===== src/rtl/crlu_pkg.sv =====
package crlu_pkg;
  typedef enum logic [3:0] {
    CRLU_NOP  = 4'd0,
    CRLU_MTCR = 4'd1,
    CRLU_MFCR = 4'd2,
    CRLU_MCRF = 4'd3,
    CRLU_CROP = 4'd4,
    CRLU_ISEL = 4'd5
  } crlu_op_e;
endpackage


===== src/rtl/crlu_field_ops.sv =====
module crlu_field_ops #(
  parameter int NFLD = 8,
  parameter int FW   = 4,
  parameter int XLEN = 64
) (
  input  logic [NFLD*FW-1:0]         cr,
  input  logic [NFLD-1:0]            fxm,
  input  logic                       one_fld,
  input  logic [$clog2(NFLD)-1:0]    src_fld,
  input  logic [$clog2(NFLD)-1:0]    dst_fld,
  input  logic [XLEN-1:0]            opa,
  output logic [NFLD*FW-1:0]         mtcr_img,
  output logic [XLEN-1:0]            mfcr_res,
  output logic [NFLD*FW-1:0]         mcrf_img,
  output logic [FW-1:0]              mcrf_fld
);
  localparam int CRW = NFLD * FW;

  logic [CRW-1:0] masked_cr;

  // nibble addressed by the source field number, counted from the MSB end
  always_comb begin
    mcrf_fld = '0;
    for (int k = 0; k < NFLD; k++) begin
      if (k == NFLD - 1 - int'(src_fld)) mcrf_fld = cr[k*FW +: FW];
    end
  end

  for (genvar k = 0; k < NFLD; k++) begin : g_nib
    assign mtcr_img[k*FW +: FW]  = fxm[k] ? opa[k*FW +: FW] : cr[k*FW +: FW];
    assign masked_cr[k*FW +: FW] = fxm[k] ? cr[k*FW +: FW] : '0;
    assign mcrf_img[k*FW +: FW]  = (k == NFLD - 1 - int'(dst_fld)) ? mcrf_fld
                                                                  : cr[k*FW +: FW];
  end

  assign mfcr_res = one_fld ? {{(XLEN-CRW){1'b0}}, masked_cr}
                            : {{(XLEN-CRW){1'b0}}, cr};
endmodule


===== src/rtl/crlu_bit_ops.sv =====
module crlu_bit_ops #(
  parameter int NFLD = 8,
  parameter int FW   = 4,
  parameter int XLEN = 64
) (
  input  logic [NFLD*FW-1:0]            cr,
  input  logic [$clog2(NFLD*FW)-1:0]    bsel_a,
  input  logic [$clog2(NFLD*FW)-1:0]    bsel_b,
  input  logic [$clog2(NFLD*FW)-1:0]    bsel_t,
  input  logic [$clog2(NFLD*FW)-1:0]    bsel_c,
  input  logic [3:0]                    lut,
  input  logic [XLEN-1:0]               opa,
  input  logic [XLEN-1:0]               opb,
  output logic [XLEN-1:0]               isel_res,
  output logic [NFLD*FW-1:0]            crop_img,
  output logic [FW-1:0]                 crop_fld
);
  localparam int CRW = NFLD * FW;
  localparam int BSW = $clog2(CRW);
  localparam int FSW = $clog2(NFLD);

  logic [BSW-1:0] idx_a, idx_b, idx_t, idx_c;
  logic           bit_a, bit_b, bit_c, bit_r;
  logic [FSW-1:0] t_fld;

  // big-endian bit number n lives at little-endian position CRW-1-n
  assign idx_a = BSW'(CRW - 1) - bsel_a;
  assign idx_b = BSW'(CRW - 1) - bsel_b;
  assign idx_t = BSW'(CRW - 1) - bsel_t;
  assign idx_c = BSW'(CRW - 1) - bsel_c;

  assign bit_a = cr[idx_a];
  assign bit_b = cr[idx_b];
  assign bit_c = cr[idx_c];
  assign bit_r = lut[{bit_a, bit_b}];

  assign isel_res = bit_c ? opa : opb;
  assign t_fld    = bsel_t[BSW-1 -: FSW];

  always_comb begin
    for (int j = 0; j < CRW; j++) begin
      crop_img[j] = (BSW'(j) == idx_t) ? bit_r : cr[j];
    end
  end

  always_comb begin
    crop_fld = '0;
    for (int k = 0; k < NFLD; k++) begin
      if (k == NFLD - 1 - int'(t_fld)) crop_fld = crop_img[k*FW +: FW];
    end
  end
endmodule


===== src/rtl/crlu_top.sv =====
module crlu_top
  import crlu_pkg::*;
#(
  parameter int NFLD = 8,
  parameter int FW   = 4,
  parameter int XLEN = 64
) (
  input  logic                       clk,
  input  logic                       rst_n,
  input  logic [3:0]                 op_i,
  input  logic [3:0]                 lut_i,
  input  logic [$clog2(NFLD*FW)-1:0] bsel_a_i,
  input  logic [$clog2(NFLD*FW)-1:0] bsel_b_i,
  input  logic [$clog2(NFLD*FW)-1:0] bsel_t_i,
  input  logic [$clog2(NFLD*FW)-1:0] bsel_c_i,
  input  logic [$clog2(NFLD)-1:0]    fld_dst_i,
  input  logic [$clog2(NFLD)-1:0]    fld_src_i,
  input  logic [NFLD-1:0]            fxm_i,
  input  logic                       one_fld_i,
  input  logic [XLEN-1:0]            opa_i,
  input  logic [XLEN-1:0]            opb_i,
  input  logic [NFLD*FW-1:0]         cr_i,
  output logic [XLEN-1:0]            res_o,
  output logic                       res_ok_o,
  output logic [FW-1:0]              fld_o,
  output logic                       fld_ok_o,
  output logic [NFLD*FW-1:0]         cr_o,
  output logic                       cr_ok_o
);
  localparam int CRW = NFLD * FW;

  crlu_op_e        opc;
  logic [CRW-1:0]  mtcr_img, mcrf_img, crop_img;
  logic [XLEN-1:0] mfcr_res, isel_res;
  logic [FW-1:0]   mcrf_fld, crop_fld;

  logic [XLEN-1:0] res_d;
  logic [FW-1:0]   fld_d;
  logic [CRW-1:0]  cr_d;
  logic            res_ok_d, fld_ok_d, cr_ok_d;

  assign opc = crlu_op_e'(op_i);

  crlu_field_ops #(.NFLD(NFLD), .FW(FW), .XLEN(XLEN)) u_field (
    .cr       (cr_i),
    .fxm      (fxm_i),
    .one_fld  (one_fld_i),
    .src_fld  (fld_src_i),
    .dst_fld  (fld_dst_i),
    .opa      (opa_i),
    .mtcr_img (mtcr_img),
    .mfcr_res (mfcr_res),
    .mcrf_img (mcrf_img),
    .mcrf_fld (mcrf_fld)
  );

  crlu_bit_ops #(.NFLD(NFLD), .FW(FW), .XLEN(XLEN)) u_bit (
    .cr       (cr_i),
    .bsel_a   (bsel_a_i),
    .bsel_b   (bsel_b_i),
    .bsel_t   (bsel_t_i),
    .bsel_c   (bsel_c_i),
    .lut      (lut_i),
    .opa      (opa_i),
    .opb      (opb_i),
    .isel_res (isel_res),
    .crop_img (crop_img),
    .crop_fld (crop_fld)
  );

  // next-state selection
  always_comb begin
    res_d    = '0;
    fld_d    = '0;
    cr_d     = '0;
    res_ok_d = 1'b0;
    fld_ok_d = 1'b0;
    cr_ok_d  = 1'b0;
    case (opc)
      CRLU_MTCR: begin
        cr_d    = mtcr_img;
        cr_ok_d = 1'b1;
      end
      CRLU_MFCR: begin
        res_d    = mfcr_res;
        res_ok_d = 1'b1;
      end
      CRLU_MCRF: begin
        cr_d     = mcrf_img;
        fld_d    = mcrf_fld;
        cr_ok_d  = 1'b1;
        fld_ok_d = 1'b1;
      end
      CRLU_CROP: begin
        cr_d     = crop_img;
        fld_d    = crop_fld;
        cr_ok_d  = 1'b1;
        fld_ok_d = 1'b1;
      end
      CRLU_ISEL: begin
        res_d    = isel_res;
        res_ok_d = 1'b1;
      end
      default: ;
    endcase
  end

  // result registers
  always_ff @(posedge clk or negedge rst_n) begin
    if (!rst_n) begin
      res_o    <= '0;
      fld_o    <= '0;
      cr_o     <= '0;
      res_ok_o <= 1'b0;
      fld_ok_o <= 1'b0;
      cr_ok_o  <= 1'b0;
    end else begin
      res_o    <= res_d;
      fld_o    <= fld_d;
      cr_o     <= cr_d;
      res_ok_o <= res_ok_d;
      fld_ok_o <= fld_ok_d;
      cr_ok_o  <= cr_ok_d;
    end
  end

  AST_RES_OK_SRC: assert property (@(posedge clk) disable iff (!rst_n)
    res_ok_o |-> ($past(op_i) == 4'd2 || $past(op_i) == 4'd5));
  AST_FLD_OK_SRC: assert property (@(posedge clk) disable iff (!rst_n)
    fld_ok_o |-> ($past(op_i) == 4'd3 || $past(op_i) == 4'd4));
  AST_CR_OK_SRC: assert property (@(posedge clk) disable iff (!rst_n)
    cr_ok_o |-> ($past(op_i) == 4'd1 || $past(op_i) == 4'd3 || $past(op_i) == 4'd4));
  AST_MFCR_HI_ZERO: assert property (@(posedge clk) disable iff (!rst_n)
    (res_ok_o && $past(op_i) == 4'd2) |-> (res_o[XLEN-1:CRW] == '0));
  AST_CROP_ONE_BIT: assert property (@(posedge clk) disable iff (!rst_n)
    (cr_ok_o && $past(op_i) == 4'd4) |-> ($countones(cr_o ^ $past(cr_i)) <= 1));
  AST_IDLE_ZERO: assert property (@(posedge clk) disable iff (!rst_n)
    !res_ok_o |-> (res_o == '0));
endmodule


===== config.mk =====
export PLATFORM = sky130hd
export DESIGN_NAME = crlu_top
export DESIGN_NICKNAME = d
export VERILOG_FILES = /design/src/rtl/crlu_pkg.sv /design/src/rtl/crlu_field_ops.sv /design/src/rtl/crlu_bit_ops.sv /design/src/rtl/crlu_top.sv
export SDC_FILE = /design/constraint.sdc
export NUM_CORES = 1
export LEC_CHECK = 0
export BUFFER_PORTS_ARGS = -buffer_cell sky130_fd_sc_hd__buf_4
export CORE_MARGIN = 5
export CORE_UTILIZATION = 34
export CTS_CLUSTER_SIZE = 10
export DETAILED_ROUTE_END_ITERATION = 6
export GPL_ROUTABILITY_DRIVEN = 0
export PLACE_DENSITY = 0.61
export SYNTH_ARGS = -nofsm -noshare
export SYNTH_HDL_FRONTEND = slang
export SYNTH_SLANG_ARGS = --single-unit

===== constraint.sdc =====
create_clock -name clk -period 0.8 [get_ports clk]
set_input_delay 0.16 -clock clk [delete_from_list [all_inputs] [get_ports clk]]
set_output_delay 0.16 -clock clk [all_outputs]
set_load 0.005 [all_outputs]

# After elaboration in Yosys (flattened, before gate mapping)
# Index checks and enable logic that the tools add are counted.
# word_totals
reg_bits,103
input_bits,205
output_inout_bits,103
# classes
add_sub_neg,7
order_cmp,4
eq_ne,57
mux,88
reduce_logical,7
# ops
op,count
$eq 4x32->1 const A,12
$eq 3x32->1 const A,6
$mux 4,40
$pmux 64 s2,1
$eq 2x32->1 const A,3
$logic_not 32->1,3
$pmux 32 s3,1
$eq 5x5->1 const A,16
$mux 64,1
$eq 4x5->1 const A,8
$mux 1,39
$mux 32,1
$eq 3x5->1 const A,4
$sub 5x5->5 const A,4
$lt 5x6->1 const B,3
$bmux 1 s5,3
$sub 3x3->4 const A,3
$eq 2x5->1 const A,2
$eq 4x2->1 const B,2
$eq 4x3->1 const B,2
$pmux 4 s2,1
$eq 1x5->1 const A,1
$logic_not 5->1,1
$eq 4x1->1 const B,1
4 further kinds,5

# Logic depth before layout (Yosys ltp)
# depth
depth_word,15
depth_mapped,11

# By module
# From an unflattened synthesis, not the netlist that was laid out.
# hier_totals
cells_unflattened,915
hier_area_um2,8849.7
# by_module_without_submodules
module,instances,cells_per_inst,area_per_inst_um2,seq_area_each_um2
crlu_top,1,268,3798.6,2577.5
crlu_bit_ops,1,405,3355.7,0.0
crlu_field_ops,1,242,1695.4,0.0

# Worst setup path after synthesis
# Ideal clock, no wire load.
# synth_path
kind,input to register
from,in bsel_b_i[1]
to,reg cr_o[22]
setup_ns,0.138
arrival_time_ns,2.040
required_time_ns,0.662
setup_slack_ns,-1.378
path_stages,11
path_buffers,3
path_cell_list,buf_6 > buf_6 > mux2i_1 > a22oi_1 > nand3_1 > nand2_1 > a311oi_2 > mux2_2 > mux2i_2 > buf_2 > o41ai_1
# synth_via
elab_chain_cells,7
# synth_lines
item,line_no,text
"start, declared",crlu_top.sv:13,"input logic [$clog2(NFLD*FW)-1:0] bsel_b_i,"
$sub 5x5->5,crlu_bit_ops.sv:28,assign idx_b = BSW'(CRW - 1) - bsel_b;
$bmux 1 s5,crlu_bit_ops.sv:33,assign bit_b = cr[idx_b];
$mux 1 (not written as such),crlu_bit_ops.sv:33,
$bmux 1 s2,crlu_bit_ops.sv:35,"assign bit_r = lut[{bit_a, bit_b}];"
$mux 1 (not written as such),crlu_bit_ops.sv:35,
$mux 1,crlu_bit_ops.sv:42,crop_img[j] = (BSW'(j) == idx_t) ? bit_r : cr[j];
$pmux 32 s3,crlu_top.sv:79,case (opc)
via cr_d[22],crlu_top.sv:39,logic [CRW-1:0] cr_d;
"end signal, assigned",crlu_top.sv:120,cr_o <= cr_d;
"end, declared",crlu_top.sv:27,"output logic [NFLD*FW-1:0] cr_o,"
# The timed path passes the listed nets, and every way through them passes these cells. The select of a mux whose other input is x is not followed.

# Final worst setup path
# layout_path
from,in bsel_b_i[1]
to,reg cr_o[5]
# The elaborated chain is that of the path after synthesis.

==> run_results.csv <==
group,metric,value,unit
status,status,"finished, violations left",
status,failed_checks,"design-rule violations, negative setup slack",
logic_synthesis,ys_warn_count,0,
detailed_routing,initialDrtViolationCount,855,
worst_setup_path,crit_start,"bsel_b_i[1]",
timing,maxSlewHeadroom,0.6574,
detailed_routing,wl_per_cell,23.81,um
timing,timing.fmax,0.4848,GHz
finish,area.growth.synth_to_final,80.86,%
timing,hold_ws,0.03667,ns
detailed_routing,detail-route-antenna-nets,0,
global_routing,grt_util_met3,0.05868,
global_routing,grt_max_degree,54,
worst_setup_path,crit_required,1.04,ns
die,io_pins,308,
timing,worst_pin_slew,0.5139,ns
detailed_routing,vias,8711,
timing,finalSetupTns,-134.25,ns
worst_setup_path,start_kind,"input port",
detailed_routing,wl,36.19,mm
timing,hold_viol,0,
timing,setup_ws,-1.263,ns
die,die_w,154.2,um
finish,drive_gt1_frac,0.5084,
worst_setup_path,cp_slowest_stage_delay,0.35,ns
finish,fin_nets,1449,
detailed_routing,firstDrtPassIters,7,
worst_setup_path,path_cells,"buf_16, buf_8, mux2i_1, a22oi_1, nand4b_1, a21oi_2, a311oi_2, buf_4, mux2_4, mux2i_4, buf_12, buf_12, buf_16, o41ai_1",
die,start_util,0.3470,
cts,htree_levels,3,
worst_setup_path,cpLargestDelayFamily,"buffers and inverters",
cts,cts_tree,"done",
flow_run,max_cap_violations,0,
logic_synthesis,synthFlopType,"dfrtp_1",
placement,placed_area,11100,um2
global_routing,grt_use_met2,0.5031,
logic_synthesis,yosys.area.top_type,"dfrtp_1",
global_routing,antenna_found_initial,1,
finish,final_cells,1520,
worst_setup_path,slowest_stage,"o41ai_1",
detailed_routing,viasPerCell,5.731,
logic_synthesis,synthTopCellsByArea,"dfrtp_1 (36%), mux2i_1 (15%), o21ai_0 (6.1%), mux4_2 (5.7%), nand2_1 (3.8%)",
finish,design_area,12780,um2
logic_synthesis,yosysUniqueCellTypes,47,
logic_synthesis,avgSynthCellArea,9.202,um2
logic_synthesis,ys_ff_latch,103,
global_routing,grt-ovfl-total,0,
detailed_routing,drc,7,
logic_synthesis,synth_edf_count,0,
logic_synthesis,synth_top_area_frac,0.3647,
timing,period_share,2.579,
worst_setup_path,cp-end-kind,"flip-flop",
worst_setup_path,cp_max_fo,7,
global_routing,first_global_vias,8865,
placement,hpwl,26.64,mm
cts,clk_pin_slew_worst_paths,0.08,ns
global_routing,use_met1,0.3584,
global_routing,grt_pass1_wl,53.05,mm
die,die_h,154.2,um
logic_synthesis,synth_nets,973,
timing,finalSetupViolations,204,
worst_setup_path,setup.worst_path.end,"cr_o[5]",
placement,placed_cells,1474,
worst_setup_path,critPathBufInv,6,
die,dieArea,23770,um2
global_routing,top_usage_layer,"met2",
placement,dpl_worst_slack,-1.673,ns
timing,rsz0062_at_grt,"true",
logic_synthesis,synth_cells,768,
logic_synthesis,syn-cell-area,7067,um2
finish,final_util,0.6276,
cts,clock_sinks,103,
timing,min_period,2.063,ns
logic_synthesis,async_flop_share,1.000,
power,ir_worst_vdd,0.8285,mV
timing,slew_violations,0,
worst_setup_path,critPathKind,"in2reg",
power,p_total,17.44,mW
cts,cts_root_buffer,"clkbuf_16",
worst_hold_path,hold_path_class,"in2reg",
power,leakage,6.382,nW
die,rows,52,
die,core_area,20360,um2
logic_synthesis,synth_sequential_area_ratio,0.3647,
power,power_density,1364,nW/um2
cts,cts_buffers,9,
worst_setup_path,cp.arrival,2.30,ns
global_routing,grtUsageTotal,0.2892,
placement,numPortBuffers,307,
cts,clockBufferDepth,2,
worst_hold_path,hold_start,"opa_i[54]",
worst_setup_path,path_depth,14,
[cells by family after synthesis]
| group | after synthesis | share of synthesized area |
|---|---|---|
| compound gates | 264 | 0.2404 |
| buf+inv | 74 | 0.05028 |
| flops | 103 | 0.3647 |
| mux | 133 | 0.2227 |
| simple gates | 194 | 0.1218 |
[sequential cells by signal, summed over array words and instances, names as in the netlist]
signal	flops
cr_ok_o	1
fld_o	4
fld_ok_o	1
res_ok_o	1
cr_o	32
res_o	64
[layer usage]
metal | vias to the layer above | wire length (um)
met2 | 553 | 17790
met4 | 0 | 1342
met5 | - | 0
li1 | 3867 | -
met3 | 92 | 3329
met1 | 4199 | 13730
[report_power, final]
group / switching (mW) / internal, mW / total, mW
Clock: 2.32 / 2.87 / 5.18
Sequential: 0.102 / 5.39 / 5.49
Combinational: 3.13 / 3.63 / 6.76
Total: 5.55 / 11.9 / 17.4
[timing repair]
item | in CTS | in global routing
resized for setup | 163 | 44
hold buffers | 1 | 0
buffers inserted | 11 | 7
setup endpoints to repair | 205 | 205
gates cloned | 9 | 3
pin swaps | 11 | 18
endpoints found under the hold margin | 103 | 0
[Yosys cell counts (all sizes together) (5+ instances only)]
master  instances
o21ai         114
mux2i         104
dfrtp         103
nand2          72
nor2           70
a21oi          48
clkbuf         45
o41ai          23
buf            18
mux4           18
a222oi         17
a32o           14
o31ai          12
inv            11
mux2           11
a22oi          10
nand3          10
nand2b          9
nor2b           8
nand3b          5
[layout by cell type (no fill, tap or decap), types with 17 or more instances in the layout]
cell type    n
a21oi_1     47
a222oi_1    17
buf_4      378
buf_6      119
dfrtp_1    103
mux2i_1     93
mux4_2      18
nand2_1     69
nor2_1      66
o21ai_0     82
o21ai_1     32
[worst min-delay path by stage]
stage	to	cells past startpoint
floorplan	cr_o[0]	0
CTS	res_o[62]	3
global route	res_o[37]	3
detailed placement	res_o[36]	2
finish	res_o[54]	3
global placement	res_o[60]	2
[layout make-up]
class | count | area (um2)
inverters | 11 | 41.29
flip-flops and latches | 103 | 2577
clock buffers | 9 | 225.2
fillers | 1739 | 7584
repair buffers | 526 | 4808
diodes | 1 | 2.502
multi-input cells | 593 | 4664
clock inverters | 7 | 123.9
well taps | 270 | 337.8
Power figures use the tool's default switching activity.
